[src/rtl/mru_pkg.sv]
package mru_pkg;
  localparam int OPW = 5;

  typedef enum logic [OPW-1:0] {
    OP_NOP, OP_SETP, OP_CLRP, OP_PULLP, OP_XCE, OP_XBA,
    OP_TAX, OP_TAY, OP_TXA, OP_TYA, OP_TXY, OP_TYX,
    OP_TSX, OP_TXS, OP_TCS, OP_TSC, OP_TCD, OP_TDC,
    OP_LDA, OP_LDX, OP_LDY, OP_LDB
  } mru_op_e;

  // status bit positions (decoded by the mask operations)
  localparam int PB_N = 7;
  localparam int PB_V = 6;
  localparam int PB_M = 5;
  localparam int PB_X = 4;
  localparam int PB_D = 3;
  localparam int PB_I = 2;
  localparam int PB_Z = 1;
  localparam int PB_C = 0;
endpackage

[src/rtl/mru_xfer.sv]
module mru_xfer
  import mru_pkg::*;
#(
  parameter int DW = 16
) (
  input  logic [OPW-1:0] op_i,
  input  logic           m_i,
  input  logic           x_i,
  input  logic [DW-1:0]  wdata_i,
  input  logic [DW-1:0]  a_i,
  input  logic [DW-1:0]  x_reg_i,
  input  logic [DW-1:0]  y_reg_i,
  input  logic [DW-1:0]  s_i,
  input  logic [DW-1:0]  d_i,
  input  logic [DW/2-1:0] db_i,
  output logic [DW-1:0]  a_o,
  output logic [DW-1:0]  x_o,
  output logic [DW-1:0]  y_o,
  output logic [DW-1:0]  s_o,
  output logic [DW-1:0]  d_o,
  output logic [DW/2-1:0] db_o,
  output logic           nz_we_o,
  output logic           n_o,
  output logic           z_o
);
  localparam int H = DW / 2;

  logic [DW-1:0] res;
  logic          wide;

  always_comb begin
    a_o = a_i; x_o = x_reg_i; y_o = y_reg_i;
    s_o = s_i; d_o = d_i; db_o = db_i;
    res = '0; wide = 1'b1; nz_we_o = 1'b0;
    unique case (op_i)
      OP_TAX: begin
        x_o = x_i ? {x_reg_i[DW-1:H], a_i[H-1:0]} : a_i;
        res = x_o; wide = !x_i; nz_we_o = 1'b1;
      end
      OP_TAY: begin
        y_o = x_i ? {y_reg_i[DW-1:H], a_i[H-1:0]} : a_i;
        res = y_o; wide = !x_i; nz_we_o = 1'b1;
      end
      OP_TXA: begin
        a_o = m_i ? {a_i[DW-1:H], x_reg_i[H-1:0]} : x_reg_i;
        res = a_o; wide = !m_i; nz_we_o = 1'b1;
      end
      OP_TYA: begin
        a_o = m_i ? {a_i[DW-1:H], y_reg_i[H-1:0]} : y_reg_i;
        res = a_o; wide = !m_i; nz_we_o = 1'b1;
      end
      OP_TXY: begin
        y_o = x_i ? {y_reg_i[DW-1:H], x_reg_i[H-1:0]} : x_reg_i;
        res = y_o; wide = !x_i; nz_we_o = 1'b1;
      end
      OP_TYX: begin
        x_o = x_i ? {x_reg_i[DW-1:H], y_reg_i[H-1:0]} : y_reg_i;
        res = x_o; wide = !x_i; nz_we_o = 1'b1;
      end
      OP_TSX: begin
        x_o = x_i ? {{H{1'b0}}, s_i[H-1:0]} : s_i;
        res = x_o; wide = !x_i; nz_we_o = 1'b1;
      end
      OP_TXS: s_o = x_reg_i;
      OP_TCS: s_o = a_i;
      OP_TSC: begin a_o = s_i; res = s_i; nz_we_o = 1'b1; end
      OP_TDC: begin a_o = d_i; res = d_i; nz_we_o = 1'b1; end
      OP_TCD: begin d_o = a_i; res = a_i; nz_we_o = 1'b1; end
      OP_XBA: begin
        a_o = {a_i[H-1:0], a_i[DW-1:H]};
        res = a_o; wide = 1'b0; nz_we_o = 1'b1;
      end
      OP_LDA: begin
        a_o = m_i ? {a_i[DW-1:H], wdata_i[H-1:0]} : wdata_i;
        res = a_o; wide = !m_i; nz_we_o = 1'b1;
      end
      OP_LDX: begin
        x_o = x_i ? {x_reg_i[DW-1:H], wdata_i[H-1:0]} : wdata_i;
        res = x_o; wide = !x_i; nz_we_o = 1'b1;
      end
      OP_LDY: begin
        y_o = x_i ? {y_reg_i[DW-1:H], wdata_i[H-1:0]} : wdata_i;
        res = y_o; wide = !x_i; nz_we_o = 1'b1;
      end
      OP_LDB: begin
        db_o = wdata_i[H-1:0];
        res = {{H{1'b0}}, wdata_i[H-1:0]}; wide = 1'b0; nz_we_o = 1'b1;
      end
      default: ;
    endcase
    n_o = wide ? res[DW-1] : res[H-1];
    z_o = wide ? (res == '0) : (res[H-1:0] == '0);
  end
endmodule

[src/rtl/mru_status.sv]
module mru_status
  import mru_pkg::*;
(
  input  logic [OPW-1:0] op_i,
  input  logic [7:0]     mask_i,
  input  logic [7:0]     pull_i,
  input  logic [7:0]     p_i,
  input  logic           e_i,
  input  logic           nz_we_i,
  input  logic           n_i,
  input  logic           z_i,
  output logic [7:0]     p_o,
  output logic           e_o
);
  always_comb begin
    p_o = p_i;
    e_o = e_i;
    if (nz_we_i) begin
      p_o[PB_N] = n_i;
      p_o[PB_Z] = z_i;
    end
    unique case (op_i)
      OP_SETP:  p_o = p_i | mask_i;
      OP_CLRP:  p_o = p_i & ~mask_i;
      OP_PULLP: p_o = pull_i;
      OP_XCE: begin
        e_o       = p_i[PB_C];
        p_o[PB_C] = e_i;
      end
      default: ;
    endcase
    // emulation pins both width flags
    if (e_o) begin
      p_o[PB_M] = 1'b1;
      p_o[PB_X] = 1'b1;
    end
  end
endmodule

[src/rtl/mode_reg_unit.sv]
module mode_reg_unit
  import mru_pkg::*;
#(
  parameter int         DW         = 16,
  parameter logic [7:0] STACK_PAGE = 8'h01,
  parameter logic [7:0] STACK_INIT = 8'hFF
) (
  input  logic            clk,
  input  logic            rst,
  input  logic [OPW-1:0]  op_i,
  input  logic [7:0]      mask_i,
  input  logic [7:0]      pull_i,
  input  logic [DW-1:0]   wdata_i,
  output logic [DW-1:0]   acc_o,
  output logic [DW-1:0]   idx_x_o,
  output logic [DW-1:0]   idx_y_o,
  output logic [DW-1:0]   sp_o,
  output logic [DW-1:0]   dpage_o,
  output logic [DW/2-1:0] dbank_o,
  output logic [7:0]      stat_o,
  output logic            emu_o
);
  localparam int H = DW / 2;
  localparam logic [7:0] P_RESET = 8'h30;

  logic [DW-1:0] a_q, x_q, y_q, s_q, d_q;
  logic [H-1:0]  db_q;
  logic [7:0]    p_q;
  logic          e_q;

  logic [DW-1:0] a_n, x_n, y_n, s_n, d_n;
  logic [H-1:0]  db_n;
  logic [7:0]    p_n;
  logic          e_n, nz_we, n_v, z_v;

  mru_xfer #(.DW(DW)) i_xfer (
    .op_i(op_i), .m_i(p_q[PB_M]), .x_i(p_q[PB_X]), .wdata_i(wdata_i),
    .a_i(a_q), .x_reg_i(x_q), .y_reg_i(y_q), .s_i(s_q), .d_i(d_q), .db_i(db_q),
    .a_o(a_n), .x_o(x_n), .y_o(y_n), .s_o(s_n), .d_o(d_n), .db_o(db_n),
    .nz_we_o(nz_we), .n_o(n_v), .z_o(z_v)
  );

  mru_status i_status (
    .op_i(op_i), .mask_i(mask_i), .pull_i(pull_i), .p_i(p_q), .e_i(e_q),
    .nz_we_i(nz_we), .n_i(n_v), .z_i(z_v), .p_o(p_n), .e_o(e_n)
  );

  always_ff @(posedge clk) begin
    if (rst) begin
      a_q  <= '0;
      x_q  <= '0;
      y_q  <= '0;
      s_q  <= {STACK_PAGE, STACK_INIT};
      d_q  <= '0;
      db_q <= '0;
      p_q  <= P_RESET;
      e_q  <= 1'b1;
    end else begin
      a_q  <= a_n;
      d_q  <= d_n;
      db_q <= db_n;
      p_q  <= p_n;
      e_q  <= e_n;
      x_q  <= p_n[PB_X] ? {{H{1'b0}}, x_n[H-1:0]} : x_n;
      y_q  <= p_n[PB_X] ? {{H{1'b0}}, y_n[H-1:0]} : y_n;
      s_q  <= e_n ? {STACK_PAGE, s_n[H-1:0]} : s_n;
    end
  end

  assign acc_o   = a_q;
  assign idx_x_o = x_q;
  assign idx_y_o = y_q;
  assign sp_o    = s_q;
  assign dpage_o = d_q;
  assign dbank_o = db_q;
  assign stat_o  = p_q;
  assign emu_o   = e_q;

  // emulation keeps both width flags at 1
  a_r3_emu_pins_mx: assert property (@(posedge clk) disable iff (rst)
    e_q |-> (p_q[PB_M] && p_q[PB_X]));

  // narrow index mode keeps upper bytes clear
  a_r4_idx_high_zero: assert property (@(posedge clk) disable iff (rst)
    p_q[PB_X] |-> (x_q[DW-1:H] == '0 && y_q[DW-1:H] == '0));

  // emulation stack page
  a_r9_emu_stack_page: assert property (@(posedge clk) disable iff (rst)
    e_q |-> (s_q[DW-1:H] == STACK_PAGE));

  // stack-pointer transfers leave the flags alone
  a_r9_stack_flags_kept: assert property (@(posedge clk) disable iff (rst)
    (op_i == OP_TXS || op_i == OP_TCS) |=> ($stable(p_q) && $stable(e_q)));

  // every mask bit reads set after the set-bits operation
  a_r2_setp_bits: assert property (@(posedge clk) disable iff (rst)
    (op_i == OP_SETP) |=> ((p_q & $past(mask_i)) == $past(mask_i)));

  // byte swap
  a_r11_xba_swap: assert property (@(posedge clk) disable iff (rst)
    (op_i == OP_XBA) |=> (a_q == {$past(a_q[H-1:0]), $past(a_q[DW-1:H])}));

  // carry and emulation exchange
  a_r5_xce_swap: assert property (@(posedge clk) disable iff (rst)
    (op_i == OP_XCE) |=> (e_q == $past(p_q[PB_C]) && p_q[PB_C] == $past(e_q)));
endmodule

[config.mk]
export PLATFORM = sky130hd
export DESIGN_NAME = mode_reg_unit
export DESIGN_NICKNAME = d
export VERILOG_FILES = /design/src/rtl/mru_pkg.sv /design/src/rtl/mru_xfer.sv /design/src/rtl/mru_status.sv /design/src/rtl/mode_reg_unit.sv
export SDC_FILE = /design/constraint.sdc
export NUM_CORES = 1
export LEC_CHECK = 0
export ABC_AREA = 1
export BUFFER_PORTS_ARGS = -buffer_cell sky130_fd_sc_hd__buf_2
export CORE_ASPECT_RATIO = 1.75
export CORE_UTILIZATION = 50
export CTS_CLUSTER_DIAMETER = 120
export CTS_CLUSTER_SIZE = 16
export DETAILED_ROUTE_END_ITERATION = 8
export GPL_ROUTABILITY_DRIVEN = 1
export PLACE_DENSITY = 0.74
export SYNTH_ARGS = -nofsm -noshare
export SYNTH_HDL_FRONTEND = slang
export SYNTH_SLANG_ARGS = --single-unit
[constraint.sdc]
create_clock -name clk -period 2.9 [get_ports clk]
set_input_delay 0.29 -clock clk [delete_from_list [all_inputs] [get_ports clk]]
set_output_delay 0.29 -clock clk [all_outputs]
set_load 0.02 [all_outputs]
# Word-level counts from Yosys, hierarchy flattened
# Cells that the tools add are included.
[classes]
n_eq_ne = 21
n_reduce_logical = 17
muxes = 25
bitwise = 3
[op_table]
columns = ["op", "n"]
rows = [
  ["$pmux 16 s15", 1],
  ["$mux 16", 10],
  ["$pmux 16 s6", 1],
  ["$pmux 16 s4", 1],
  ["$pmux 16 s3", 1],
  ["$eq 5x4->1 const B", 8],
  ["$pmux 16 s2", 1],
  ["$eq 5x5->1 const B", 6],
  ["$pmux 7 s3", 1],
  ["$eq 5x3->1 const B", 4],
  ["$logic_not 16->1", 1],
  ["$reduce_or 15->1", 1],
  ["$reduce_bool 4->1", 3],
  ["$eq 5x2->1 const B", 2],
  ["$and 8x8->8", 1],
  ["$logic_not 8->1", 1],
  ["$not 8->8", 1],
  ["$or 8x8->8", 1],
  ["$mux 1", 7],
  ["$reduce_or 7->1", 1],
  ["$reduce_bool 3->1", 2],
  ["$reduce_bool 6->1", 1],
  ["$reduce_or 2->1", 3],
  ["$eq 5x1->1 const B", 1],
  ["other kinds (5)", 6],
]
[totals]
wordCells = 81
inputBits = 39
output_inout_bits = 97
regBits = 97

# Logic depth before layout (Yosys ltp)
# Gate-level depths: netlist of the first run.
[depth]
ltp_word = 8
mapped_depth = 16
depth_no_buf = 15

# Hierarchy
# Synthesis of the first run repeated with hierarchy kept, for this count alone.
[hier_totals]
cells_unflattened = 1303
hier_area_um2 = 7159.4
[by_module_without_submodules]
columns = ["mod", "seq_area_each_um2", "area_each_um2", "cells_each", "instances"]
rows = [
  ["mru_xfer", 0.0, 3958.8, 930, 1],
  ["mode_reg_unit", 1941.9, 2761.4, 291, 1],
  ["mru_status", 0.0, 439.2, 82, 1],
]

# Least setup slack after synthesis of the first run
# OpenSTA, ideal clock, no wires.
[synth_path]
kind = "in2reg"
from = "input op_i[0]"
to = "register p_q[1] (netlist: stat_o[1])"
path_stages = 15
setup_time_ns = 0.122
path_buffers = 1
required_time_ns = 2.778
slack_ns = 1.097
arrival_ns = 1.682
cell_sequence = "buf_2 -> nor2_2 -> nand2_1 -> nor2_1 -> nand2_1 -> nor2_1 -> nor2_1 -> nand2_1 -> nor2_1 -> nand2_1 -> nor2_1 -> nand2_1 -> nand2_1 -> nand2_1 -> a21oi_2"
[synth_via]
elab_chain_len = 6
elab_cells_between_ends = 31
classes_between = "eq/ne: 18; mux: 6; reduce/logical: 7"
[synth_rtl]
columns = ["element", "line_no", "source"]
rows = [
  ["start: declaration", "mode_reg_unit.sv:10", "input logic [OPW-1:0] op_i,"],
  ["$eq 5x5->1 (tied with other cells)", "mru_xfer.sv:35", "unique case (op_i)"],
  ["$pmux 16 s15 (tied with other cells)", "mru_xfer.sv:35", ""],
  ["$logic_not 16->1 (tied with other cells)", "mru_xfer.sv:92", "z_o = wide ? (res == '0) : (res[H-1:0] == '0);"],
  ["$mux 1", "mru_xfer.sv:92", ""],
  ["$mux 1", "mru_status.sv:18", "if (nz_we_i) begin"],
  ["$pmux 7 s3", "mru_status.sv:22", "unique case (op_i)"],
  ["end signal: assignment", "mode_reg_unit.sv:62", "p_q <= p_n;"],
  ["end: declaration", "mode_reg_unit.sv:28", "logic [7:0] p_q;"],
]
# Parallel ways exist; a longest one is shown, timed or not. The select of a mux whose other input is x is not followed.
# A chain may end at the register's enable or synchronous reset.

# Worst setup path after layout of the first run
[layout_path]
from = "register p_q[4] (netlist: stat_o[4])"
to = "register p_q[1] (netlist: stat_o[1])"
[layout_via]
elab_chain_len = 6
elab_cells_between_ends = 14
classes_between = "mux: 12; reduce/logical: 2"
[layout_rtl]
columns = ["element", "line_no", "source"]
rows = [
  ["$mux 16 (tied with other cells)", "mru_xfer.sv:82", "y_o = x_i ? {y_reg_i[DW-1:H], wdata_i[H-1:0]} : wdata_i;"],
  ["$pmux 16 s15", "mru_xfer.sv:35", ""],
  ["$logic_not 16->1", "mru_xfer.sv:92", ""],
  ["$mux 1 *", "mru_xfer.sv:92", ""],
  ["$mux 1 *", "mru_status.sv:18", ""],
  ["$pmux 7 s3 *", "mru_status.sv:22", ""],
]
# Mark *: on every way between the ends. The rest lies on a longest branch, timed or not. The select of a mux whose other input is x is not followed.

==> results of run 1 <==
[worst max path at each step]
stage | cells past startpoint | slack [ns] | end
floorplan | 15 | 1.10 | stat_o[1]$_SDFFE_PP0P_
global placement | 15 | 0.44 | stat_o[7]$_SDFFE_PP0P_
detailed placement | 15 | 0.51 | stat_o[7]$_SDFFE_PP0P_
CTS | 15 | 0.80 | stat_o[1]$_SDFFE_PP0P_
global route | 14 | 0.42 | stat_o[1]$_SDFFE_PP0P_
finish | 14 | 0.45 | stat_o[1]$_SDFFE_PP0P_
[final cells by class]
| type | instances | area share (%) |
|---|---|---|
| antenna | 1 | 0.0316 |
| clock buffer | 9 | 2.85 |
| clock inverter | 5 | 0.744 |
| inverter | 120 | 5.70 |
| multi-input combinational | 891 | 51.6 |
| sequential | 97 | 24.6 |
| tap | 171 | 2.71 |
| timing repair buffer | 168 | 11.8 |
[cell families after synthesis]
family / Yosys count / share of synthesized area [%]
flip-flops: 97 / 28.9
AO/OA/AOI/OAI: 239 / 20.6
buffers and inverters: 167 / 10.5
AND/OR/NAND/NOR: 652 / 40.1
[through the flow]
step,area (µm²),cells,power (mW),setup slack (ns),util [%]
after global placement,7620,1447,1.82,0.437,58.6
after global routing,7910,1461,3.12,0.424,60.8
final,7910,1462,3.06,0.451,60.8
after CTS,7910,1461,3.02,0.797,60.8
after floorplan,6730,1155,1.65,1.10,-
after detailed placement,7620,1447,1.82,0.510,58.6
[metal layers]
layer | global-route usage (%) | wire (µm) | up-vias
li1 | - | - | 4024
met1 | 50.2 | 10500 | 3979
met2 | 80.5 | 16100 | 603
met3 | 25.4 | 3920 | 261
met4 | 45.9 | 4040 | 8
met5 | 0.791 | 51 | -
[worst min-delay path, cell delays in order]
cell and delay [ns]:
buf_2 0.08, a21oi_1 0.05, o21ai_0 0.06
[cells in the final DEF (no fill, tap or decap), types with 12 or more instances in the layout]
cell type / n
o21ai_0: 76
o22ai_1: 12
a21oi_1: 81
inv_1: 110
a41oi_1: 14
nor2_2: 15
nand2_1: 342
nand4_1: 15
nor3_1: 13
nor2_1: 216
buf_2: 135
nand3_1: 29
dfxtp_1: 97
buf_4: 32
o211ai_1: 17
[power by group through the flow]
stage          combinational (mW)  sequential (mW)  clock [mW]
6_report                    0.411             1.40        1.24
2_1_floorplan               0.206             1.44           0
3_5_place_dp                0.391             1.43           0
3_3_place_gp                0.391             1.43           0
4_1_cts                     0.393             1.40        1.23
5_1_grt                     0.443             1.40        1.28
[sequential cells by signal, indices dropped and copies added, names as in the netlist]
name,cells
emu_o,1
idx_y_o,16
sp_o,16
dpage_o,16
stat_o,8
acc_o,16
dbank_o,8
idx_x_o,16
==> flow_metrics.tcl, run 1 <==
set metrics [dict create \
    status "finished, final reports clean" \
    netlist_area_um2 6730 \
    yosys.area.top_type "dfxtp_1" \
    synthDistinctLibCells 43 \
    dieWidth_um 89.7 \
    cts_setup_buffers 0 \
    num_vias 8875 \
    drv_cap 0 \
    nFillCells 1374 \
    root_buffer "clkbuf_16" \
    cts.path.max_buffers 2 \
    crit_top_cell "nand2_1" \
    endpoint_kind "flip-flop" \
    reg2reg_to "stat_o[1]$_SDFFE_PP0P_" \
    wire_per_inst_um 23.7 \
    core_area_um2 13000 \
    clkPwrFrac_pct 40.7 \
    cp_slowest_cell "nor2_1" \
    synth_most_common_cell "nand2_1" \
    synthTopCellsByArea "dfxtp_1 (29%), nand2_1 (19%), nor2_1 (12%), inv_1 (6.1%), a21oi_1 (6.0%)" \
    p_int_mw 2.14 \
    path_clk_slew_ns 0.07 \
    numPortBuffers 135 \
    die-area_um2 13900 \
    slew_headroom_pct 44.0 \
    wl_um 34600 \
    grt.total_usage_pct 52.3 \
    multiInputGateArea_um2 4080 \
    arrival_ns 2.75 \
    regToRegSetupSlack_ns 0.45 \
    fin_nets 1326 \
    fin_crit_sh_pct 84.5 \
    cts_resized 0 \
    hold_start "pull_i[5]" \
    syn_nets 1194 \
    min_to "stat_o[5]$_SDFFE_PP1P_" \
    min_path_cells 3 \
    ys_ff_latch 97 \
    grt_start_max_net_pins 49 \
    first_pass_iters 6 \
    synth-edff-count 0 \
    seq_power_share_pct 45.9 \
    setup.worst_path.start "stat_o[4]$_SDFF_PP1_" \
    finalHoldViolCount 0 \
    swShare_pct 30.0 \
    switching_power_mw 0.917 \
    cts_buffers 9 \
    grt_setup_unrepaired "false" \
    startpoint_type "flip-flop" \
    synth.top_cell.area_share_pct 28.9 \
    drive_gt1_share_pct 17.4 \
    reg2regPathDepth 14 \
    setup_viol_count_final 0 \
    drc_errors 0 \
    clock_latency_ns 0.37 \
    synth_warnings 0 \
    grt_pass1_wl_um 52200 \
    worst_pin_slew_ns 0.837 \
    crit_chain "buf_12 > nor2_1 > nor2_1 > nand2_1 > nand2_1 > nor2_1 > nand2_1 > nor2_1 > nand2_1 > nor2_1 > nand2_1 > nand2_1 > nand2_1 > a21oi_2" \
    p_leak_nw 3.98 \
    drt_iter0_markers 847 \
    pwr-share-comb_pct 13.4 \
    path_buf_inv 1 \
    start_util_pct 51.7 \
    clock.fmax_mhz 408 \
    async_flop_share_pct 0 \
    tritoncts "done" \
    fin_crit_ns 2.45 \
    area_growth_pct 17.6 \
    syn_inst 1155 \
    yosysSeqAreaShare_pct 28.9 \
    crit_type "reg -> reg" \
    ioPinCount 136 \
    overflow 0 \
    hold_path_class "in -> reg" \
    timing.hold.ws_ns 0.159 \
    finClkSkew_ns 0.0174 \
    antenna_found_initial 6 \
    ant_nets 0 \
    crit_fanout 46 \
    crit_family "simple AND/OR/NAND/NOR gates" \
    slowest_delay_ns 0.67 \
    power_density_nw_per_um2 386 \
    final.setup.tns_ns 0 \
    avgSynthCellArea_um2 5.82 \
    crit_required_ns 3.20 \
    via_per_inst 6.07 \
    cts_max_level 3 \
    seq_area_um2 1940 \
    synth_commonest_cells "nand2_1 (342), nor2_1 (216), inv_1 (110)" \
    dp_hpwl_um 25400 \
    gp_congestion 1.08 \
    r2r-start "stat_o[4]$_SDFF_PP1_" \
    clock-sinks 97 \
    ir_drop_mv 0.296 \
    die_h_um 155 \
    hold_buffers 0 \
    fp-row-count 55 \
    report.final.slew_viol_count 0 \
    synth_ff_type "dfxtp_1" \
    grt_pass1_vias 8506 \
]
No activity file was read; power rests on OpenSTA's default activity.
==> run 2: changes to the inputs <==
clock period = 2.4 ns   (was 2.9 ns; I/O delays follow)
==> flow_metrics.tcl, run 2 (synthesized netlist as in run 1, its figures left out) <==
set metrics [dict create \
    ant_nets 0 \
    drive_gt1_share_pct 20.5 \
    overflow 0 \
    start_util_pct 51.7 \
    clock_latency_ns 0.36 \
    grt_start_max_net_pins 48 \
    clock-sinks 97 \
    fin_crit_ns 2.39 \
    root_buffer "clkbuf_16" \
    layout_commonest_cell "nand2_1" \
    endpoint_kind "flip-flop" \
    grt_pass1_wl_um 53400 \
    slew_headroom_pct 42.1 \
    wl_um 35200 \
    cts_max_level 3 \
    finClkSkew_ns 0.00808 \
    dieWidth_um 89.7 \
    cts_buffers 9 \
    die-area_um2 13900 \
    grt.total_usage_pct 54.1 \
    crit_fanout 6 \
    numPortBuffers 135 \
    power_density_nw_per_um2 451 \
    clock.fmax_mhz 419 \
    final_util_pct 63.2 \
    drt_iter0_markers 1123 \
    ir_drop_mv 0.314 \
    final.setup.tns_ns 0 \
    min_path_cells 3 \
    tritoncts "done" \
    antenna_found_initial 2 \
    fin_nets 1357 \
    crit_required_ns 2.70 \
    finalHoldViolCount 0 \
    drv_cap 0 \
    fin_area_um2 8220 \
    setup.worst_path.start "stat_o[4]$_SDFF_PP1_" \
    die_h_um 155 \
    setup_viol_count_final 0 \
    startpoint_type "flip-flop" \
    worst_pin_slew_ns 0.867 \
    post_dp_cell_area_um2 7840 \
    fp-row-count 55 \
    hold_buffers 0 \
    r2r-start "stat_o[4]$_SDFF_PP1_" \
    crit_type "reg -> reg" \
    arrival_ns 2.68 \
    wire_per_inst_um 23.5 \
    via_per_inst 6.15 \
    grt_pass1_vias 8674 \
    hold_path_class "in -> reg" \
    drc_errors 0 \
    num_vias 9188 \
    dp_hpwl_um 26000 \
    p_leak_nw 4.13 \
    gp_congestion 1.11 \
    power_mw 3.71 \
    cts.path.max_buffers 2 \
    layout_common_cells "nand2_1 (340), nor2_1 (207), buf_2 (135), inv_1 (109), dfxtp_1 (96)" \
    reg2regPathDepth 13 \
    fin_cells 1495 \
    core_area_um2 13000 \
    area_growth_pct 22.3 \
    report.final.slew_viol_count 0 \
    ioPinCount 136 \
    first_pass_iters 6 \
    fin_crit_sh_pct 99.5 \
    numPlacedInstances 1472 \
    status "finished, final reports clean" \
    hold_start "pull_i[5]" \
    path_clk_slew_ns 0.07 \
    grt_setup_unrepaired "false" \
]
## run 2: what timing repair did
item                       CTS  global route
setup endpoints to repair    0             1
buffers inserted             0             5
hold endpoints to repair     0             0
gates resized for setup      0            18
## run 2: layout make-up
class	instances	area [µm²]
diodes	1	2.50
repair inverters	1	7.51
inverters	120	458
fillers	1317	4780
repair buffers	198	1190
flip-flops and latches	97	1940
well taps	171	214
clock inverters	6	50.0
multi-input cells	891	4120
clock buffers	10	239
## run 2: power by group
| group | leakage, nW | switching (mW) | internal, mW |
|---|---|---|---|
| sequential | 0.784 | 0.0502 | 1.64 |
| combinational | 3.21 | 0.373 | 0.160 |
| clock | 0.141 | 0.734 | 0.749 |
## run 2: critical path, cell delays in order (launching register included)
cell and delay [ns]:
dfxtp_2 0.43, clkinvlp_4 0.21, buf_4 0.19, nor2_1 0.15, nor2_1 0.07, a21oi_1 0.19
nand2_1 0.09, nor2_2 0.32, nand2_1 0.09, nor2_1 0.09, nand2_1 0.07, nand2_1 0.06
nand2_1 0.19, a21oi_2 0.17
## run 2: stage by stage
step                hold slack (ns)  setup WS (ns)
detailed placement            0.453          0.144
CTS                          0.0988          0.214
global placement              0.447          0.104
floorplan                     0.362          0.647
finish                       0.0976         0.0126
global route                  0.109        0.00853
## run 2: per-layer routing
layer	wire, µm	GRT usage [%]	part of all wire, %	up-vias
met2	16300	82.0	46	688
met1	10600	51.9	30	4105
met4	4320	47.1	12	0
met3	4010	28.2	11	291
li1	-	-	-	4104
met5	0	5.14	0	-
## run 2: path summary, 6_finish.rpt
path | slack [ns] | endpoint
setup / recovery | 0.01 | stat_o[1]$_SDFFE_PP0P_
hold / removal | 0.1 | stat_o[5]$_SDFFE_PP1P_
setup reg to reg | 0.01 | stat_o[1]$_SDFFE_PP0P_
hold reg to reg | 0.46 | dbank_o[2]$_SDFFE_PP0N_
==> run 3: changes to the inputs <==
CTS_CLUSTER_SIZE = 10   (was 16)
PLACE_DENSITY = 0.77   (was 0.74)
clock period = 2.1 ns   (was 2.4 ns; I/O delays follow)
==> flow_metrics.tcl, run 3 (synthesized netlist as in run 1, its figures left out) <==
set metrics [dict create \
    dp_hpwl_um 26600 \
    report.final.slew_viol_count 0 \
    fin_nets 1393 \
    clock-sinks 97 \
    setup_viol_count_final 0 \
    crit_fanout 29 \
    grt_util_met2_pct 82.0 \
    cp_slowest_cell "dfxtp_1" \
    fin_cells 1530 \
    cts.path.max_buffers 2 \
    crit_family "simple AND/OR/NAND/NOR gates" \
    crit_chain "buf_12 > nor2_2 > buf_4 > buf_4 > buf_4 > nor2_1 > nand2_1 > nand2_1 > nor2_1 > nand2_1 > nor2_1 > nand2_1 > nor2_1 > nand2_1 > nand2_1 > nand2_1 > a21oi_2" \
    p_int_mw 3.05 \
    crit_required_ns 2.33 \
    endpoint_kind "flip-flop" \
    gp_congestion 1.09 \
    path_clk_slew_ns 0.07 \
    r2r-start "stat_o[4]$_SDFF_PP1_" \
    drc_errors 0 \
    root_buffer "clkbuf_16" \
    grt_pass1_vias 8996 \
    nFillCells 1300 \
    area_growth_pct 27.1 \
    numPlacedInstances 1511 \
    crit_type "reg -> reg" \
    clock_latency_ns 0.36 \
    clkPwrFrac_pct 41.1 \
    status "finished, final reports clean" \
    layout_commonest_cell "nand2_1" \
    fp-row-count 55 \
    first_pass_iters 5 \
    overflow 0 \
    arrival_ns 2.19 \
    numPortBuffers 135 \
    startpoint_type "flip-flop" \
    tritoncts "done" \
    final_util_pct 65.7 \
    slew_headroom_pct 36.0 \
    swShare_pct 30.0 \
    drv_cap 0 \
    ir_drop_mv 0.384 \
    use_met3_pct 22.4 \
    seq_power_share_pct 44.5 \
    fin_crit_sh_pct 93.5 \
    grt.total_usage_pct 53.0 \
    finalHoldViolCount 0 \
    timing.hold.ws_ns 0.0748 \
    worst_pin_slew_ns 0.960 \
    hold_start "pull_i[5]" \
    ioPinCount 136 \
    antenna_found_initial 0 \
    die-area_um2 13900 \
    wl_um 35300 \
    power_density_nw_per_um2 509 \
    path_buf_inv 4 \
    crit_top_cell "nand2_1" \
    power_mw 4.35 \
    num_vias 9255 \
    p_leak_nw 4.33 \
    grt_pass1_wl_um 53100 \
    drive_gt1_share_pct 22.4 \
    switching_power_mw 1.31 \
    start_util_pct 51.7 \
    fin_crit_ns 1.96 \
    slowest_delay_ns 0.38 \
    clock.fmax_mhz 509 \
    die_h_um 155 \
    finClkSkew_ns 0.0126 \
    via_per_inst 6.05 \
    wire_per_inst_um 23.1 \
    place_ws_ns -0.0361 \
    cts_max_level 3 \
    pwr-share-comb_pct 14.5 \
    layout_common_cells "nand2_1 (340), nor2_1 (208), buf_2 (135), inv_1 (110), dfxtp_1 (96)" \
    cts_buffers 9 \
    core_area_um2 13000 \
    busiest_layer "met2" \
    drt_iter0_markers 842 \
    dieWidth_um 89.7 \
    setup.worst_path.start "stat_o[4]$_SDFF_PP1_" \
    worst_slack_ns 0.136 \
    ant_nets 0 \
    use_met1_pct 50.5 \
    grt_start_max_net_pins 49 \
    diodes 0 \
    hold_path_class "in -> reg" \
]
-- run 3: changes by cell type in the layout (fill, tap and decap cells not counted), sizes merged --
cell | before | now
diode | 1 | 0
buf | 198 | 235
clkinv | 3 | 2
inv | 120 | 119
clkinvlp | 4 | 3
clkbuf | 10 | 11
bufinv | 0 | 1
-- run 3: layout make-up --
type                            count  area [µm²]  area share [%]
Multi-Input combinational cell    891        4120            48.1
Sequential cell                    97        1940            22.7
Timing Repair Buffer              235        1520            17.8
Inverter                          120         454            5.31
Clock buffer                       11         243            2.84
Tap cell                          171         214            2.50
Clock inverter                      5        62.6           0.732
-- run 3: power groups by stage --
stage               combinational [mW]  sequential [mW]  clock [mW]
floorplan                        0.285             1.99           0
global placement                 0.598             1.97           0
finish                           0.630             1.94        1.79
detailed placement               0.600             1.97           0
CTS                              0.602             1.93        1.76
global route                     0.671             1.94        1.83
-- run 3: worst min-delay path, stage by stage --
cell and delay [ns]:
buf_2 0.07, a21oi_1 0.04, o21ai_0 0.07
-- run 3: final timing paths --
check | slack [ns] | endpoint | cells past startpoint
setup / recovery | 0.14 | stat_o[1]$_SDFFE_PP0P_ | 17
hold / removal | 0.07 | stat_o[5]$_SDFFE_PP1P_ | 3
hold reg to reg | 0.46 | dbank_o[0]$_SDFFE_PP0N_ | 2
setup reg to reg | 0.14 | stat_o[1]$_SDFFE_PP0P_ | 17
-- run 3: stage by stage --
step,area [µm²],setup TNS [ns]
global placement,8180,-0.0702
CTS,8480,0
global route,8550,-0.00110
detailed placement,8180,-0.0361
finish,8550,0
floorplan,6730,0
-- run 3: routing by layer --
| layer | vias to the layer above | share of wire [%] |
|---|---|---|
| li1 | 4160 | - |
| met3 | 288 | 11 |
| met1 | 4152 | 29 |
| met5 | - | 0 |
| met2 | 655 | 47 |
| met4 | 0 | 13 |
-- run 3: what timing repair did --
item                                    CTS  global route
hold endpoints to repair                  0             0
gates resized for setup                   0            15
endpoints found under the setup margin    0             1
buffers inserted                          0             3
hold buffers                              0             0
